### src/rtl/biu_pkg.sv
package biu_pkg;

  typedef enum logic [1:0] {
    OUT_NONE    = 2'd0,
    OUT_VALID   = 2'd1,
    OUT_SHORT   = 2'd2,
    OUT_TIMEOUT = 2'd3
  } beat_outcome_e;

  // Sort one capture: saturation wins over the short-interval test.
  function automatic beat_outcome_e classify(input logic beat,
                                             input logic saturated,
                                             input logic too_short);
    beat_outcome_e r;
    if (!beat)          r = OUT_NONE;
    else if (saturated) r = OUT_TIMEOUT;
    else if (too_short) r = OUT_SHORT;
    else                r = OUT_VALID;
    return r;
  endfunction

endpackage

### src/rtl/biu_sync_edge.sv
module biu_sync_edge #(
  parameter int SYNC_STAGES = 2
) (
  input  logic clk,
  input  logic rst,
  input  logic async_in,
  output logic beat_o
);

  localparam int LAST = SYNC_STAGES - 1;

  logic [SYNC_STAGES-1:0] stage_q;
  logic                   prev_q;

  generate
    genvar gi;
    for (gi = 0; gi < SYNC_STAGES; gi++) begin : g_stage
      if (gi == 0) begin : g_first
        always_ff @(posedge clk) begin
          if (rst) stage_q[0] <= 1'b0;
          else     stage_q[0] <= async_in;
        end
      end else begin : g_rest
        always_ff @(posedge clk) begin
          if (rst) stage_q[gi] <= 1'b0;
          else     stage_q[gi] <= stage_q[gi-1];
        end
      end
    end
  endgenerate

  always_ff @(posedge clk) begin
    if (rst) prev_q <= 1'b0;
    else     prev_q <= stage_q[LAST];
  end

  // Rising edge of the synchronised level: one cycle wide.
  assign beat_o = stage_q[LAST] & ~prev_q;

endmodule

### src/rtl/biu_interval_counter.sv
module biu_interval_counter #(
  parameter int CNT_W = 11
) (
  input  logic             clk,
  input  logic             rst,
  input  logic             beat,
  output logic [CNT_W-1:0] count_q,
  output logic [CNT_W-1:0] interval_q,
  output logic             at_max
);

  localparam logic [CNT_W-1:0] FULL = {CNT_W{1'b1}};

  // Saturating increment: stops at full scale.
  function automatic logic [CNT_W-1:0] sat_inc(input logic [CNT_W-1:0] v);
    return (v == FULL) ? FULL : v + 1'b1;
  endfunction

  always_ff @(posedge clk) begin
    if (rst) begin
      count_q    <= '0;
      interval_q <= '0;
    end else if (beat) begin
      interval_q <= count_q;
      count_q    <= '0;
    end else begin
      count_q    <= sat_inc(count_q);
    end
  end

  assign at_max = (count_q == FULL);

endmodule

### src/rtl/biu_qualifier.sv
module biu_qualifier #(
  parameter int CNT_W        = 11,
  parameter int MIN_INTERVAL = 230
) (
  input  logic             clk,
  input  logic             rst,
  input  logic             beat,
  input  logic             saturated,
  input  logic [CNT_W-1:0] count,
  output logic             valid_o,
  output logic             error_o
);
  import biu_pkg::*;

  localparam logic [CNT_W-1:0] MIN_L = CNT_W'(MIN_INTERVAL);

  function automatic logic below_min(input logic [CNT_W-1:0] v);
    return v < MIN_L;
  endfunction

  beat_outcome_e outcome;

  assign outcome = classify(beat, saturated, below_min(count));

  always_ff @(posedge clk) begin
    if (rst) begin
      valid_o <= 1'b0;
      error_o <= 1'b0;
    end else begin
      valid_o <= (outcome == OUT_VALID);
      if (beat) error_o <= (outcome == OUT_SHORT);
    end
  end

endmodule

### src/rtl/beat_interval_unit.sv
module beat_interval_unit #(
  parameter int CNT_W        = 11,
  parameter int MIN_INTERVAL = 230,
  parameter int SYNC_STAGES  = 2
) (
  input  logic             clk,
  input  logic             rst,
  input  logic             pulse_in,
  output logic [CNT_W-1:0] interval_q,
  output logic             valid_o,
  output logic             timeout_o,
  output logic             error_o
);

  logic             beat_w;
  logic             sat_w;
  logic [CNT_W-1:0] cnt_q;

  biu_sync_edge #(.SYNC_STAGES(SYNC_STAGES)) u_edge (
    .clk      (clk),
    .rst      (rst),
    .async_in (pulse_in),
    .beat_o   (beat_w)
  );

  biu_interval_counter #(.CNT_W(CNT_W)) u_cnt (
    .clk        (clk),
    .rst        (rst),
    .beat       (beat_w),
    .count_q    (cnt_q),
    .interval_q (interval_q),
    .at_max     (sat_w)
  );

  biu_qualifier #(.CNT_W(CNT_W), .MIN_INTERVAL(MIN_INTERVAL)) u_qual (
    .clk       (clk),
    .rst       (rst),
    .beat      (beat_w),
    .saturated (sat_w),
    .count     (cnt_q),
    .valid_o   (valid_o),
    .error_o   (error_o)
  );

  assign timeout_o = sat_w;

endmodule

### config.mk
export PLATFORM = sky130hd
export DESIGN_NAME = beat_interval_unit
export DESIGN_NICKNAME = d
export VERILOG_FILES = /design/src/rtl/biu_pkg.sv /design/src/rtl/biu_sync_edge.sv /design/src/rtl/biu_interval_counter.sv /design/src/rtl/biu_qualifier.sv /design/src/rtl/beat_interval_unit.sv
export SDC_FILE = /design/constraint.sdc
export NUM_CORES = 1
export LEC_CHECK = 0
export BUFFER_PORTS_ARGS = -buffer_cell sky130_fd_sc_hd__buf_2
export CORE_UTILIZATION = 40
export DETAILED_ROUTE_END_ITERATION = 16
export PLACE_DENSITY_LB_ADDON = 0.08
export SYNTH_ARGS = -nofsm -noshare
export SYNTH_HDL_FRONTEND = slang
export SYNTH_HIERARCHICAL = 1
export SYNTH_SLANG_ARGS = --single-unit
### constraint.sdc
create_clock -name clk -period 3.35 [get_ports clk]
set_input_delay 0.67 -clock clk [delete_from_list [all_inputs] [get_ports clk]]
set_output_delay 0.67 -clock clk [all_outputs]
set_load 0.05 [all_outputs]
==> results of run 1 <==
-- stage by stage --
stage | worst slack, ps | hold slack (ps)
3_3_place_gp | 938 | 417
6_report | 515 | 456
4_1_cts | 518 | 459
3_5_place_dp | 903 | 428
5_1_grt | 381 | 468
2_1_floorplan | 1020 | 414
-- final timing paths --
check                       to  cells after the start
max reg2reg     u_qual/error_o                      7
max                  timeout_o                      5
min          u_edge/stage_q[1]                      1
min reg2reg  u_edge/stage_q[1]                      1
-- critical path: stages, from the launching register on --
cell and delay [ps]:
sky130_fd_sc_hd__dfxtp_1 450, sky130_fd_sc_hd__ha_1 290, sky130_fd_sc_hd__nand3_2 150, sky130_fd_sc_hd__or4b_4 600
sky130_fd_sc_hd__inv_1 90, sky130_fd_sc_hd__buf_2 260
-- metal layers --
metal  wire length (um)  track usage [%]  vias to the layer above
li1                   -                -                      448
met1               1150             25.6                      432
met2                998             26.3                       36
met3                121             2.50                        8
met4                 51             11.5                        0
met5                  0                0                        -
-- cells in the mapped netlist (all sizes together), types with 3 or more instances --
| cell | n |
|---|---|
| dfxtp | 27 |
| inv | 3 |
| a211oi | 4 |
| nand2 | 6 |
| nand4 | 3 |
| and3 | 3 |
| clkbuf | 3 |
| a21oi | 4 |
| a31oi | 5 |
| nor3 | 4 |
| o21ai | 4 |
| nor2 | 14 |
| mux2i | 11 |
| buf | 3 |
| nor2b | 5 |
| nand3 | 3 |
-- cell families (layout without fill, tap and decap cells) --
| group | count (synthesis) | in the layout |
|---|---|---|
| buffers and inverters | 9 | 23 |
| adder cells (fa/ha/maj) | 1 | 1 |
| AND/OR/NAND/NOR | 44 | 44 |
| flip-flops | 27 | 27 |
| AO/OA/AOI/OAI | 24 | 24 |
| XOR/XNOR | 1 | 1 |
| multiplexers | 11 | 11 |
-- power breakdown --
| group | internal (mW) | switching [mW] |
|---|---|---|
| Clock | 0.0466 | 0.0937 |
| Sequential | 0.327 | 0.00580 |
| Combinational | 0.00982 | 0.0190 |
-- layout make-up --
cell class,instances,share of cell area [%]
multi-input combinational,81,43.5
inverter,3,0.915
timing repair buffer,16,6.50
tap,30,3.05
sequential,27,43.9
clock buffer,4,2.13
-- flip-flops by register name, summed over array words and instances (netlist names) --
name,flops
u_cnt/count_q,11
u_cnt/interval_q,11
u_edge/stage_q,2
u_edge/prev_q,1
u_qual/error_o,1
u_qual/valid_o,1
==> flow_metrics.tcl, run 1 <==
set metrics [dict create \
    synth-edff-count 0 \
    most-common-layout-cells "sky130_fd_sc_hd__dfxtp_1, sky130_fd_sc_hd__buf_2, sky130_fd_sc_hd__nor2_1" \
    antenna_cells 0 \
    cp-startpoint "u_cnt/count_q[0]" \
    tritoncts "done" \
    layout.cell_area.non_filler_mm2 0.00123 \
    share_of_the_synthesized_netlist_area_taken_by_xor_and_xnor_gates_pct 0.784 \
    worst_ep_required_time_ps 2680 \
    layout_commonest_cell "sky130_fd_sc_hd__dfxtp_1" \
    cellPowerDensity_mw_per_mm2 408 \
    synth_area_leader_cell "sky130_fd_sc_hd__dfxtp_1" \
    cts-root-to-sink-buffers 2 \
    synth.top_cells.by_area "sky130_fd_sc_hd__dfxtp_1, sky130_fd_sc_hd__mux2i_1, sky130_fd_sc_hd__nor2_1" \
    die-width_um 54.9 \
    routed_via_density 5.74 \
    gr-usage-all-layers_pct 18.4 \
    htree_levels 1 \
    worstSkewPairLatency_ps 320 \
    synthDominantCellAreaShare_pct 48.4 \
    outcome "complete, no violations" \
    syn-num-nets 121 \
    relSlewSlack_pct 41.2 \
    crit_path_end_kind "output port" \
    ys.warnings.count 6 \
    dp_hpwl_um 1530 \
    hold_violations 0 \
    totalWireLength_um 2320 \
    grt_remaining_overflow 0 \
    synthDistinctLibCells 34 \
    core_region_area_mm2 0.00257 \
    timing.rr.start "u_cnt/count_q[0]" \
    cp_data_arrival_time_ps 2170 \
    max_clock_freq_ghz 0.353 \
    grt_start_max_net_pins 19 \
    synth_simple_gate_area_share_pct 21.4 \
    grt_antenna_before_repair 0 \
    ant_nets 0 \
    min_from "u_edge/stage_q[0]" \
    dpl.cell_count 157 \
    die-area_mm2 0.00301 \
    dr_total_vias 924 \
    rsz0062_at_grt "no" \
    post-route-period-util_pct 84.6 \
    yosys_register_bits 27 \
    critical_path_peak_fanout 6 \
    detailed_place.area_mm2 0.00120 \
    cts.sink_count 27 \
    synth-main-ff-cell "sky130_fd_sc_hd__dfxtp_1" \
    core.rowCount 18 \
    fin_cells 161 \
    clkSlewWorstSetupHoldPaths_ps 140 \
    grt_pass1_vias 810 \
    ir_drop_v 0.000219 \
    fin_nets 136 \
    setup_viol 0 \
    drcViolationCount 0 \
    synth_compound_area_share_pct 14.8 \
    synthAdderAreaFrac_pct 1.12 \
    synth-async-reset-ratio_pct 0 \
    wl_per_cell_um 14.4 \
    multi_input_comb_area_um2 536 \
    regArea_um2 541 \
    power.leakage_nw 0.469 \
    initial_utilization_pct 43.5 \
    start_kind "flop" \
    netlist_area_mm2 0.00112 \
    tightest_slew_ps 878 \
    syn2layout_area_growth_pct 10.2 \
    finalWeightedCongestion 0.791 \
    holdBufCountCts 0 \
    drive_above_1_share_pct 22.1 \
    place.port_buffers 16 \
    netlist_instances 117 \
    yosysSeqAreaShare_pct 48.4 \
    cts_root_buffer "sky130_fd_sc_hd__clkbuf_4" \
    cts-resized-gates 0 \
    synth.area.mux_share_pct 9.85 \
    number_of_inserted_filler_cells_in_the_final_layout 264 \
    detailedRoute.firstPassIterationCount 4 \
    post_cts.repair.setup_buffers 0 \
    fp.dieH_um 54.9 \
    drt_iter0_drc 31 \
    synth_area_per_cell_um2 9.55 \
    critical_path_class "reg2out" \
    dominant_combinational_cell_family_by_area_after_synthesis "simple AND/OR/NAND/NOR gates" \
    flop2flop_setup_slack_ps 1460 \
    cts_inserted_buffers 3 \
    boundaryPins 17 \
    fin_crit_ps 2840 \
    finalSetupTns_ps 0 \
    max_slew_violation_count 0 \
    total_power_uw 502 \
    fin_skew_ps 5.08 \
    final_util_pct 48.0 \
    max-cap-violations 0 \
    worstHoldPathType "reg2reg" \
    global_route_wire_length_before_repair_um 3850 \
]
Power figures use the tool's default switching activity.
==> run 2: changes to the inputs <==
==> constraint.sdc (replaced) <==
create_clock -name clk -period 2.3 [get_ports clk]
set_input_delay 0.46 -clock clk [delete_from_list [all_inputs] [get_ports clk]]
set_output_delay 0.46 -clock clk [all_outputs]
set_load 0.05 [all_outputs]
==> run 2 against run 1 <==
Against the previous run:
- cell area increased by 7.8%
- final cell count up 5.6%
- register-to-register slack worse by 700 ps
- via count fell by 4.0%
- first-iteration DRC count is 32% lower
- global-route usage increased by 0.058 points
- utilization increased by 3.8 points
- clock power is 42% higher
- sequential power up 45%
- sequential share of layout area fell by 2.4 points
- largest power group unchanged
==> flow_metrics.tcl, run 2 (same netlist as run 1, synthesis figures left out) <==
set metrics [dict create \
    outcome "complete, no violations" \
    grt_remaining_overflow 0 \
    path_delay_family "simple AND/OR/NAND/NOR gates" \
    critical_path_class "reg2out" \
    drcViolationCount 0 \
    fin_skew_ps 13.6 \
    hold_violations 0 \
    global_route_wire_length_before_repair_um 3910 \
    detailedRoute.firstPassIterationCount 4 \
    final_util_pct 51.7 \
    routed_via_density 5.22 \
    grt_start_max_net_pins 19 \
    gr-usage-all-layers_pct 18.5 \
    finalWeightedCongestion 0.838 \
    whs_path_depth 2 \
    core_region_area_mm2 0.00257 \
    cts.sink_count 27 \
    cp_num_cells 5 \
    antenna_cells 0 \
    fin_nets 145 \
    ant_nets 0 \
    reg_top3 "u_cnt/count_q x11, u_cnt/interval_q x11, u_edge/stage_q x2" \
    clkSlewWorstSetupHoldPaths_ps 150 \
    core.rowCount 18 \
    syn2layout_area_growth_pct 18.8 \
    relSlewSlack_pct 71.1 \
    cts_root_buffer "sky130_fd_sc_hd__clkbuf_4" \
    grt_antenna_before_repair 0 \
    finalSetupTns_ps 0 \
    die-area_mm2 0.00301 \
    dr_total_vias 887 \
    ir_drop_v 0.000463 \
    start_kind "flop" \
    post-route-period-util_pct 95.0 \
    holdBufCountCts 0 \
    worst_path_max_delay_cell "sky130_fd_sc_hd__or4b_4" \
    worst_path_cell_trace "ha_4 > nand3_2 > or4b_4 > inv_2 > buf_6" \
    critical-path-max-stage-delay_ps 530 \
    cts-root-to-sink-buffers 2 \
    cp.buffers_inverters 2 \
    max_slew_violation_count 0 \
    place.port_buffers 16 \
    grt_pass1_vias 819 \
    layout_commonest_cell "sky130_fd_sc_hd__dfxtp_1" \
    worstHoldPathType "in2reg" \
    rsz0062_at_grt "no" \
    dp_hpwl_um 1630 \
    setup_viol 0 \
    drive_above_1_share_pct 32.9 \
    critical_path_peak_fanout 6 \
    crit_path_end_kind "output port" \
    max_clock_freq_ghz 0.458 \
    pre_cts_ws_ps 132 \
    timing.reg2reg.worst_path_depth 7 \
    totalWireLength_um 2330 \
    tritoncts "done" \
    drt_iter0_drc 21 \
    most-common-layout-cells "sky130_fd_sc_hd__dfxtp_1, sky130_fd_sc_hd__buf_2, sky130_fd_sc_hd__nor2_1" \
    worst_ep_required_time_ps 1840 \
    boundaryPins 17 \
    fp.dieH_um 54.9 \
    htree_levels 1 \
    wl_per_cell_um 13.7 \
    setup_ws_ps 116 \
    initial_utilization_pct 43.5 \
    cts_inserted_buffers 3 \
    tightest_slew_ps 423 \
    cellPowerDensity_mw_per_mm2 554 \
    power.leakage_nw 0.516 \
    fin_crit_ps 2180 \
    max-cap-violations 0 \
    worstSkewPairLatency_ps 320 \
    cp_data_arrival_time_ps 1720 \
    die-width_um 54.9 \
]
run 2: path summary, 6_finish.rpt:
path	to	slack [ps]	startpoint
setup / recovery	timeout_o	120	u_cnt/count_q[0]
hold / removal	u_edge/stage_q[0]	340	pulse_in
setup reg to reg	u_qual/error_o	760	u_cnt/count_q[0]
hold reg to reg	u_edge/stage_q[1]	450	u_edge/stage_q[0]
run 2: layout make-up:
| class | instances | area (um2) |
|---|---|---|
| Inverter | 3 | 11.3 |
| Clock buffer | 4 | 26.3 |
| Timing Repair Buffer | 25 | 154 |
| Sequential cell | 27 | 551 |
| Tap cell | 30 | 37.5 |
| Multi-Input combinational cell | 81 | 548 |
| Fill cell | 255 | 1240 |
run 2: report_power, final:
group / switching (mW) / internal [mW]
Sequential: 0.00659 / 0.476
Clock: 0.132 / 0.0677
Combinational: 0.0322 / 0.0206
Total: 0.170 / 0.565
run 2: repair_timing:
item,in CTS,in global routing
gates cloned,0,0
gates resized for setup,7,5
pin swaps,0,1
setup endpoints to repair,1,1
buffers inserted,1,0
run 2: metal layers:
layer	track usage [%]	routed length (um)	vias up
met3	5.00	95	2
met5	0	0	-
met4	4.27	13	0
met1	26.3	1170	393
met2	27.3	1050	23
li1	-	-	469
run 2: metrics by stage:
| step | power, mW | cells | instance area, um2 | hold slack (ps) |
|---|---|---|---|---|
| finish | 0.735 | 170 | 1330 | 337 |
| global placement | 0.539 | 165 | 1260 | 417 |
| detailed placement | 0.540 | 165 | 1260 | 433 |
| floorplan | 0.525 | 117 | 1120 | 414 |
| global route | 0.775 | 170 | 1330 | 334 |
| CTS | 0.743 | 170 | 1320 | 335 |
==> run 3: changes to the inputs <==
==> constraint.sdc (replaced) <==
create_clock -name clk -period 2 [get_ports clk]
set_input_delay 0.4 -clock clk [delete_from_list [all_inputs] [get_ports clk]]
set_output_delay 0.4 -clock clk [all_outputs]
set_load 0.05 [all_outputs]
==> run 3 against run 2 <==
Against the previous run:
- the run now ends with negative setup slack left
- utilization increased by 2.6 points
- die area unchanged
- sequential cell count unchanged
- clock-buffer cell count decreased by 1
- worst hold slack got worse by 61 ps
- combinational power increased by 25%
- sequential power increased by 14%
- largest power group unchanged
==> flow_metrics.tcl, run 3 (same netlist as run 1, synthesis figures left out) <==
set metrics [dict create \
    outcome "complete, but fails checks" \
    failed_checks "negative setup slack" \
    grt_most_used_layer "met1" \
    fp.dieH_um 54.9 \
    cts_root_buffer "sky130_fd_sc_hd__clkbuf_4" \
    finalWeightedCongestion 0.875 \
    dr_total_vias 969 \
    max_slew_violation_count 0 \
    relSlewSlack_pct 73.8 \
    drt_iter0_drc 45 \
    min_from "pulse_in" \
    dp_hpwl_um 1630 \
    fin_skew_ps 1.24 \
    global_route_wire_length_before_repair_um 3820 \
    layout_commonest_cell "sky130_fd_sc_hd__dfxtp_1" \
    hold_violations 0 \
    place.port_buffers 16 \
    hold-worst-slack_ps 276 \
    timing.rr.start "u_cnt/count_q[0]" \
    cts.sink_count 27 \
    cts_inserted_buffers 3 \
    power.leakage_nw 0.543 \
    worstSkewPairLatency_ps 320 \
    grt_remaining_overflow 0 \
    antenna_cells 0 \
    reg_to_reg_endpoint "u_qual/error_o" \
    die-width_um 54.9 \
    wl_per_cell_um 13.3 \
    routed_via_density 5.47 \
    max-cap-violations 0 \
    setup_viol 1 \
    drive_above_1_share_pct 36.7 \
    setup_ws_ps -82.0 \
    cp_data_arrival_time_ps 1680 \
    detailed_place.area_mm2 0.00131 \
    tightest_slew_ps 382 \
    worst_ep_required_time_ps 1600 \
    reg_top3 "u_cnt/count_q x11, u_cnt/interval_q x11, u_edge/stage_q x2" \
    htree_levels 1 \
    detailedRoute.firstPassIterationCount 4 \
    die-area_mm2 0.00301 \
    cts-root-to-sink-buffers 2 \
    rsz0062_at_grt "yes" \
    grtUsageMet3_pct 2.50 \
    fin_cells 177 \
    tritoncts "done" \
    dpl.cell_count 170 \
    drcViolationCount 0 \
    layout.cell_area.non_filler_mm2 0.00140 \
    flop2flop_setup_slack_ps 480 \
    timing.reg2reg.worst_path_depth 7 \
    boundaryPins 17 \
    critical_path_peak_fanout 2 \
    critical_path_class "reg2out" \
    grt_antenna_before_repair 0 \
    post-route-period-util_pct 104 \
    core.rowCount 18 \
    initial_utilization_pct 43.5 \
    whs_path_depth 2 \
    max_clock_freq_ghz 0.480 \
    grt_pass1_vias 849 \
    most-common-layout-cells "sky130_fd_sc_hd__dfxtp_1, sky130_fd_sc_hd__buf_4, sky130_fd_sc_hd__buf_2" \
    ir_drop_v 0.000395 \
    grt_start_max_net_pins 19 \
    syn2layout_area_growth_pct 24.9 \
    fin_nets 152 \
    global_route.usage.met1_pct 26.7 \
    fin_crit_ps 2080 \
    clkSlewWorstSetupHoldPaths_ps 140 \
    cellPowerDensity_mw_per_mm2 614 \
    min_delay_worst_endpoint "u_edge/stage_q[0]" \
    gr-usage-all-layers_pct 18.1 \
    ant_nets 0 \
    crit_path_end_kind "output port" \
    totalWireLength_um 2360 \
    start_kind "flop" \
    use_met2_pct 25.5 \
    core_region_area_mm2 0.00257 \
    worstHoldPathType "in2reg" \
]
## run 3: cell types whose count changed in the layout (fill, tap and decap cells not counted), sizes merged
cell | before | now
buf | 25 | 32
clkbuf | 4 | 3
clkinvlp | 0 | 2
inv | 3 | 2
## run 3: repair_timing
item	in CTS	in global routing
pin swaps	1	0
buffers inserted	2	1
hold buffers	0	0
setup endpoints to repair	1	1
resized for setup	9	4
## run 3: final cells by class
class	instances	area [um2]
fill	243	1170
clock buffer	3	22.5
sequential	27	551
inverter	3	15.0
clock inverter	1	7.51
multi-input combinational	81	552
timing repair buffer	32	210
tap	30	37.5
## run 3: critical path, cell delays in order (launching register included)
cell,delay [ps]
sky130_fd_sc_hd__dfxtp_2,380
sky130_fd_sc_hd__ha_4,140
sky130_fd_sc_hd__nand3_2,80
sky130_fd_sc_hd__or4b_4,520
sky130_fd_sc_hd__clkinvlp_4,110
sky130_fd_sc_hd__buf_8,140
## run 3: per-stage QoR
stage               utilization (%)  power, mW  TNS (ps)  worst slack, ps
detailed placement             50.9      0.628         0             74.4
floorplan                         -      0.603         0             43.0
CTS                            53.7      0.872     -87.2            -87.2
global route                   54.3      0.900      -124             -124
global placement               50.9      0.627         0             93.9
finish                         54.3      0.857     -82.0            -82.0
## run 3: power breakdown
part	total (mW)	switching [mW]	internal, mW
logic	0.0660	0.0401	0.0260
registers	0.553	0.00591	0.547
clock network	0.238	0.162	0.0765
## run 3: worst max-delay path by stage
stage | start | endpoint | slack, ps | cells past startpoint
final | u_cnt/count_q[0] | timeout_o | -80 | 5
after global routing | u_cnt/count_q[0] | timeout_o | -120 | 5
after CTS | u_cnt/count_q[0] | timeout_o | -90 | 5
after detailed placement | u_cnt/count_q[1] | timeout_o | 70 | 5
after global placement | u_cnt/count_q[0] | timeout_o | 90 | 5
after floorplan | u_cnt/count_q[1] | timeout_o | 40 | 4
## run 3: metal layers
layer  wire length, um  share of wire [%]  vias up
met5                 0                  0        -
met2              1050                 45       41
met1              1110                 47      441
li1                  -                  -      483
met4                32                1.4        0
met3               162                6.9        4
